[config.mk]
export PLATFORM = sky130hd
export DESIGN_NAME = sine_dds
export DESIGN_NICKNAME = d
export VERILOG_FILES = /design/src/rtl/dds_pkg.sv /design/src/rtl/dds_tuning_reg.sv /design/src/rtl/dds_phase_acc.sv /design/src/rtl/dds_sine_rom.sv /design/src/rtl/dds_out_reg.sv /design/src/rtl/sine_dds.sv
export SDC_FILE = /design/constraint.sdc
export NUM_CORES = 1
export LEC_CHECK = 0
export BUFFER_PORTS_ARGS = -buffer_cell sky130_fd_sc_hd__buf_2
export CORE_MARGIN = 1.5
export CORE_UTILIZATION = 25
export CTS_BUF_LIST = sky130_fd_sc_hd__clkbuf_4
export DETAILED_ROUTE_END_ITERATION = 7
export SYNTH_ARGS = -nofsm -noshare
export SYNTH_HDL_FRONTEND = slang
export SYNTH_SLANG_ARGS = --single-unit
[constraint.sdc]
create_clock -name clk -period 12.95 [get_ports clk]
set_clock_uncertainty 0.15 [all_clocks]
set_input_delay 1.9425 -clock clk [delete_from_list [all_inputs] [get_ports clk]]
set_output_delay 1.9425 -clock clk [all_outputs]
set_load 0.02 [all_outputs]
[src/rtl/dds_pkg.sv]
package dds_pkg;
  localparam int          PHASE_W  = 32;
  localparam int          ADDR_W   = 8;
  localparam int          CODE_W   = 8;
  localparam int          DEPTH    = 1 << ADDR_W;
  localparam logic [31:0] RESET_TW = 32'h001F_FFFF;
  localparam real         TWO_PI   = 6.283185307179586;
  localparam real         SCALE    = 100.0;

  // Offset-and-scaled sine code; points span 0..2*pi over depth entries.
  function automatic int sine_code(input int idx, input int depth);
    real ang;
    ang = TWO_PI * real'(idx) / real'(depth - 1);
    return $rtoi(($sin(ang) + 1.0) * SCALE);
  endfunction
endpackage

[src/rtl/dds_tuning_reg.sv]
module dds_tuning_reg #(
  parameter int          W     = dds_pkg::PHASE_W,
  parameter logic [W-1:0] INIT = W'(dds_pkg::RESET_TW)
) (
  input  logic         clk,
  input  logic         rst,
  input  logic         load,
  input  logic [W-1:0] data,
  output logic [W-1:0] tw
);
  always_ff @(posedge clk) begin
    if (rst)       tw <= INIT;
    else if (load) tw <= data;
  end


  tw_load_chk: assert property (@(posedge clk) disable iff (rst)
    load |=> tw == $past(data));


  tw_keep_chk: assert property (@(posedge clk) disable iff (rst)
    !load |=> $stable(tw));
endmodule

[src/rtl/dds_phase_acc.sv]
module dds_phase_acc #(
  parameter int W      = dds_pkg::PHASE_W,
  parameter int ADDR_W = dds_pkg::ADDR_W
) (
  input  logic              clk,
  input  logic              rst,
  input  logic              tick,
  input  logic [W-1:0]      tw,
  output logic [ADDR_W-1:0] addr_next,
  output logic              wrap_evt
);
  typedef struct packed {
    logic         carry;
    logic [W-1:0] value;
  } step_t;

  // Clear-on-overflow step: carry of the wide sum selects zero.
  function automatic step_t advance(input logic [W-1:0] cur, input logic [W-1:0] inc);
    logic [W:0] sum;
    step_t      r;
    sum     = {1'b0, cur} + {1'b0, inc};
    r.carry = sum[W];
    r.value = sum[W] ? '0 : sum[W-1:0];
    return r;
  endfunction

  logic [W-1:0] phase;
  step_t        stepped;
  logic [W-1:0] phase_upd;

  always_comb begin
    stepped   = advance(phase, tw);
    phase_upd = tick ? stepped.value : phase;
    wrap_evt  = tick & stepped.carry;
    addr_next = phase_upd[W-1 -: ADDR_W];
  end

  always_ff @(posedge clk) begin
    if (rst) phase <= '0;
    else     phase <= phase_upd;
  end


  no_overflow_chk: assert property (@(posedge clk) disable iff (rst)
    wrap_evt |=> phase == '0);


  phase_hold_chk: assert property (@(posedge clk) disable iff (rst)
    !tick |=> $stable(phase));


  phase_adv_chk: assert property (@(posedge clk) disable iff (rst)
    (tick && !wrap_evt) |=> phase == W'($past(phase) + $past(tw)));
endmodule

[src/rtl/dds_sine_rom.sv]
module dds_sine_rom #(
  parameter int ADDR_W = dds_pkg::ADDR_W,
  parameter int CODE_W = dds_pkg::CODE_W
) (
  input  logic [ADDR_W-1:0] addr,
  output logic [CODE_W-1:0] code
);
  localparam int DEPTH = 1 << ADDR_W;

  logic [CODE_W-1:0] rom [DEPTH];

  for (genvar g = 0; g < DEPTH; g++) begin : g_entry
    localparam int VAL = dds_pkg::sine_code(g, DEPTH);
    assign rom[g] = CODE_W'(VAL);
  end

  assign code = rom[addr];


  always_comb begin
    code_range_chk: assert (code <= CODE_W'(200));
  end
endmodule

[src/rtl/dds_out_reg.sv]
module dds_out_reg #(
  parameter int CODE_W = dds_pkg::CODE_W
) (
  input  logic              clk,
  input  logic              rst,
  input  logic              tick,
  input  logic [CODE_W-1:0] code,
  output logic [CODE_W-1:0] sample,
  output logic              sample_vld
);
  always_ff @(posedge clk) begin
    if (rst) begin
      sample     <= '0;
      sample_vld <= 1'b0;
    end else begin
      sample_vld <= tick;
      if (tick) sample <= code;
    end
  end


  vld_pulse_chk: assert property (@(posedge clk) disable iff (rst)
    tick |=> sample_vld && sample == $past(code));


  sample_hold_chk: assert property (@(posedge clk) disable iff (rst)
    !tick |=> !sample_vld && $stable(sample));
endmodule

[src/rtl/sine_dds.sv]
module sine_dds #(
  parameter int PHASE_W = dds_pkg::PHASE_W,
  parameter int ADDR_W  = dds_pkg::ADDR_W,
  parameter int CODE_W  = dds_pkg::CODE_W
) (
  input  logic               clk,
  input  logic               rst,
  input  logic               sample_en,
  input  logic               tw_load,
  input  logic [PHASE_W-1:0] tw_data,
  output logic [CODE_W-1:0]  sample,
  output logic               sample_vld
);
  logic [PHASE_W-1:0] tw;
  logic [ADDR_W-1:0]  rom_addr;
  logic [CODE_W-1:0]  rom_code;
  logic               wrap_evt;

  dds_tuning_reg #(.W(PHASE_W), .INIT(PHASE_W'(dds_pkg::RESET_TW))) u_tw (
    .clk(clk), .rst(rst), .load(tw_load), .data(tw_data), .tw(tw)
  );

  dds_phase_acc #(.W(PHASE_W), .ADDR_W(ADDR_W)) u_acc (
    .clk(clk), .rst(rst), .tick(sample_en), .tw(tw),
    .addr_next(rom_addr), .wrap_evt(wrap_evt)
  );

  dds_sine_rom #(.ADDR_W(ADDR_W), .CODE_W(CODE_W)) u_rom (
    .addr(rom_addr), .code(rom_code)
  );

  dds_out_reg #(.CODE_W(CODE_W)) u_out (
    .clk(clk), .rst(rst), .tick(sample_en), .code(rom_code),
    .sample(sample), .sample_vld(sample_vld)
  );


  reset_state_chk: assert property (@(posedge clk)
    rst |=> !sample_vld && sample == '0);
endmodule

After elaboration in Yosys (flattened, before gate mapping) --
Memory sizes are Yosys's and may differ from the RTL's. A register that Yosys moved wholly into a read port is not among the register bits. Index checks and enable logic that the tools add are counted.
Word-level totals: memories 1, register bits 65, word-level logic and storage cells 9, ROM bits 2048, input port bits 36, output and inout port bits 9
Memory list:
- (name not given) | depth 256, width 8, read ports 1, clocked after Yosys merged registers in 1, wr ports 0, line dds_sine_rom.sv:17 | assign code = rom[addr];
Cells by class: bitwise operators 1, mux-type cells 2, $add $sub $neg 1
Operators with widths (number):
- 2-to-1 mux 32 bit | 2
- adder 32 x 32 -> 33 bit | 1
- NOT 8 -> 9 bit | 1

Depth between registers and ports, before layout --
word-level depth 4, depth in mapped cells 19, depth with buffers taken out 16

Cells and area by module --
A second synthesis with hierarchy kept.
Second synthesis, totals: cell total of the unflattened synthesis 843, area total of the unflattened synthesis 6662.6 µm²
Modules (own cells, without submodules):
- dds_phase_acc | cells an instance 393, times used 1, sequential area each 640.6 µm², area an instance 3046.7 µm²
- dds_sine_rom | cells an instance 318, times used 1, sequential area each 0.0 µm², area an instance 2125.8 µm²
- dds_tuning_reg | cells an instance 104, times used 1, sequential area each 640.6 µm², area an instance 1177.4 µm²
- dds_out_reg | cells an instance 28, times used 1, sequential area each 180.2 µm², area an instance 312.8 µm²

Worst setup path after synthesis --
Ideal clock, no wire load.
kind input to register, start point input port sample_en, end point register u_out.sample[2], data arrival time 4.383 ns, slack 8.291 ns, required time 12.674 ns, path buffers 1, stages 11, setup time 0.126 ns, path through o211a_1 o211a_4 a32o_1 buf_2 ha_1 a311oi_1 nor2_1 a211o_1 o2111a_1 a32oi_1 o211ai_1
Between the ends: cells in the longest elaborated chain, start to end 2
Ends and longest elaborated chain:
- from (decl) | line sine_dds.sv:8 | input logic sample_en,
- 2-to-1 mux 32 bit | line dds_phase_acc.sv:33 | phase_upd = tick ? stepped.value : phase;
- NOT 8 -> 9 bit (not written as such) | line dds_sine_rom.sv:17
- to (decl) | line dds_out_reg.sv:8 | output logic [CODE_W-1:0] sample,
Parallel ways exist; a longest one is shown, timed or not. A chain may end at the register's enable or synchronous reset.

Worst setup path in the final report --
start point register u_tw.tw[0], end point register u_out.sample[3]
Between the ends: cells in the longest elaborated chain, start to end 4
Ends and longest elaborated chain:
- from (decl) | line dds_tuning_reg.sv:9 | output logic [W-1:0] tw
- from (signal assigned) | line dds_tuning_reg.sv:13 | else if (load) tw <= data;
- adder 32 x 32 -> 33 bit | line dds_phase_acc.sv:21 | sum = {1'b0, cur} + {1'b0, inc};
- 2-to-1 mux 32 bit | line dds_phase_acc.sv:23 | r.value = sum[W] ? '0 : sum[W-1:0];
- 2-to-1 mux 32 bit | line dds_phase_acc.sv:33
- NOT 8 -> 9 bit (not written as such) | line dds_sine_rom.sv:17
No other way between the ends.

==> summary.md <==
| Metric | Value |
|---|---|
| Status | `completed` |
| H-tree depth | `3` |
| Top_reg_cell synth | `dfxtp_1` |
| Highest clock rate | `172 MHz` |
| Gate power share | `0.557` |
| Unrepaired setup endpoints after global routing | `false` |
| Vias | `6,767` |
| WP data required | `13.16 ns` |
| Total Routing Usage GR | `0.149` |
| # Post-CTS Setup Buffers | `0` |
| Slowest stage delay, CP | `0.89 ns` |
| Vias in the first global route | `6,207` |
| Die height | `166 um` |
| Initial antenna violation count | `1` |
| Synth cell types | `95` |
| Most used cell, CP | `ha_1` |
| First-pass DRT Iterations | `6` |
| Layout net count | `923` |
| CP Max Fanout | `35` |
| Die area | `27,500 sq um` |
| Sw Ratio | `0.451` |
| Max Root-Sink Buffers | `2` |
| Layout overhead on the synthesized area | `7.99%` |
| CTS tree | `done` |
| Seq cells post-synth | `73` |
| Via density | `5.72` |
| Num CTS Buffers | `9` |
| Crit path launch | `u_tw.tw[0]$_SDFFE_PP1P_` |
| Hold Slack | `0.330 ns` |
| Worst Setup Path Type | `flip-flop to flip-flop` |
| P_leak | `0.00280 uW` |
| Core Box Area | `26,100 sq um` |
| Layout cells sized above 1 | `0.119` |
| FFs w/ async S/R, synth | `0` |
| DRC | `0` |
| Final std cells w/o fill | `1,183` |
| Worst Path Arrival | `6.01 ns` |
| Post-CTS Hold Fix Bufs | `0` |
| Worst-path clk slew | `0.15 ns` |
| Syn nets | `934` |
| Register area share after synthesis | `0.220` |
| Sequential share of power | `0.262` |
| Commonest non-fill, non-tap cell in the layout | `nor2_1` |
| Worst Setup Start Kind | `flip-flop` |
| Row count | `59` |
| First-pass GRT wire length | `33,800 um` |
| Warnings, synthesis | `0` |
| Post-Syn Area per Cell | `7.78 sq um` |
| CP max stage cell | `a32o_1` |
| CP cell instances | `ha_1 -> fa_1 -> a21o_1 -> a221o_1 -> a21oi_2 -> or4_4 -> o211a_4 -> a32o_1 -> inv_2 -> ha_1 -> mux2i_1 -> a211oi_1 -> o31a_1 -> a2111oi_2 -> a311oi_2` |
| Maxcap violations | `0` |
| Worst-skew pair later-pin latency | `0.48 ns` |
| Cell area after synthesis | `6640 sq um` |
| DIE WIDTH | `166 um` |
| Sum Neg Setup Slack | `0 ns` |
| Finish-stage setup viols | `0` |
| Power Density | `150 nW/um^2` |
| Post-Syn Instances | `853` |
| Final hold violations | `0` |
| I/O pin cnt | `45` |
| Normalized max-slew margin | `0.328` |
| Number of synthesized flops with an enable pin | `0` |
| Initial drt markers | `842` |
| DRT Wirelength | `20,700 um` |
| Worst VDD drop | `0.0000553 V` |
| Internal power | `591 uW` |
| TritonCTS sink count | `73` |
| CTS Root Buffer Type | `clkbuf_4` |
| DRT antenna net count | `0` |
| Worst slew pin tran | `1.01 ns` |
| Overflow after GRT | `0` |
| Starting Density | `0.255` |
| HPWL after DPL | `14,400 um` |
| Setup crit end kind | `flip-flop` |
| IO buf count | `44` |
| Hold Crit Start | `u_acc.phase[31]$_SDFF_PP0_` |
| Largest net degree at the start of global routing | `65` |
| Cell count after placement | `1,166` |
| CTS resizes | `0` |
| Clock group share of total power | `0.181` |
| Commonest non-fill, non-tap cells in the layout | `nor2_1, dfxtp_1, a21oi_1, nand2_1` |
| Worst R2R Start | `u_tw.tw[0]$_SDFFE_PP1P_` |
| P_sw | `486 uW` |
| WL/cell | `17.5 um` |
| Worst hold path class | `flip-flop to flip-flop` |
| Min Tclk post-route | `5.80 ns` |
| Final GP Congestion | `0.889` |
| Period utilization | `0.448` |
| Fin. max-slew vios | `0` |
[power groups by stage]
stage	sequential, uW	combinational (uW)	clock, uW
6_report	282	600	195
5_1_grt	287	659	210
4_1_cts	282	590	200
3_5_place_dp	287	585	0
3_3_place_gp	287	586	0
2_1_floorplan	284	469	0
[Yosys cell counts, types with 7 or more instances]
library cell / number / area share
o21a_1: 14 / 0.016
nand4_1: 15 / 0.014
nand3_1: 22 / 0.017
nor2_1: 86 / 0.049
a211o_1: 24 / 0.032
o211ai_1: 18 / 0.020
dfxtp_1: 73 / 0.22
a21o_1: 12 / 0.014
o31ai_1: 7 / 0.0079
o21ai_0: 42 / 0.032
a211oi_1: 10 / 0.011
ha_1: 44 / 0.083
and2_1: 8 / 0.0075
mux2i_1: 17 / 0.026
xnor2_1: 13 / 0.017
xor2_1: 10 / 0.013
a21oi_1: 65 / 0.049
inv_1: 11 / 0.0062
a22oi_1: 29 / 0.033
buf_2: 28 / 0.021
nand2_1: 57 / 0.032
nor2b_1: 26 / 0.025
a31oi_1: 12 / 0.011
nor3_1: 17 / 0.013
clkbuf_1: 35 / 0.020
[registers in the layout, indices dropped and copies added (netlist names)]
register and count:
u_tw.tw 32, u_acc.phase 32, u_out.sample_vld 1, u_out.sample 8
[cell families after synthesis]
| logic type | Yosys count | share of synthesized area |
|---|---|---|
| buffers and inverters | 89 | 0.0631 |
| muxes | 23 | 0.0358 |
| adders and majority gates | 46 | 0.0875 |
| DFF | 73 | 0.220 |
| xor gates and xnor gates | 23 | 0.0303 |
| AOI/OAI and AO/OA | 317 | 0.347 |
| and+or+nand+nor | 282 | 0.216 |
[final cells by class]
| class | count | area, sq um |
|---|---|---|
| repair buffers | 54 | 295 |
| well taps | 335 | 419 |
| clock inverters | 7 | 115 |
| inverters | 13 | 50.0 |
| multi-input cells | 691 | 4760 |
| diodes | 1 | 2.50 |
| flip-flops and latches | 73 | 1460 |
| fillers | 2830 | 18900 |
| clock buffers | 9 | 67.6 |
[worst max-delay path, delay by kind of cell, from the launching register on]
kind                       cells  cell delay, ns
adders and majority gates      3            1.12
AOI/OAI and AO/OA              9            3.08
and+or+nand+nor                1            0.22
buffers and inverters          1            0.47
muxes                          1            0.29
DFF                            1            0.35
[path summary, 6_finish.rpt]
kind                                                endpoint  slack [ns]  cells past startpoint
worst min register to register    u_acc.phase[31]$_SDFF_PP0_        0.33                      2
worst max-delay path            u_out.sample[3]$_SDFFE_PP0P_        7.15                     15
worst max register to register  u_out.sample[3]$_SDFFE_PP0P_        7.15                     15
worst min-delay path              u_acc.phase[31]$_SDFF_PP0_        0.33                      2
[routing by layer]
| metal | vias up | GRT usage | part of all wire |
|---|---|---|---|
| li1 | 3244 | - | - |
| met2 | 334 | 0.223 | 0.42 |
| met3 | 62 | 0.0234 | 0.071 |
| met1 | 3127 | 0.212 | 0.48 |
| met4 | 0 | 0.0627 | 0.034 |
| met5 | - | 0 | 0 |
[stage by stage]
stage	cell area (sq um)	total power [uW]	utilization	worst slack, ns
2_1_floorplan	6640	753	-	8.29
4_1_cts	7170	1070	0.275	7.27
3_3_place_gp	6980	872	0.268	6.98
6_report	7170	1080	0.275	7.15
3_5_place_dp	6980	872	0.268	6.86
5_1_grt	7170	1160	0.275	6.92
(Power assumes the default switching activity.)
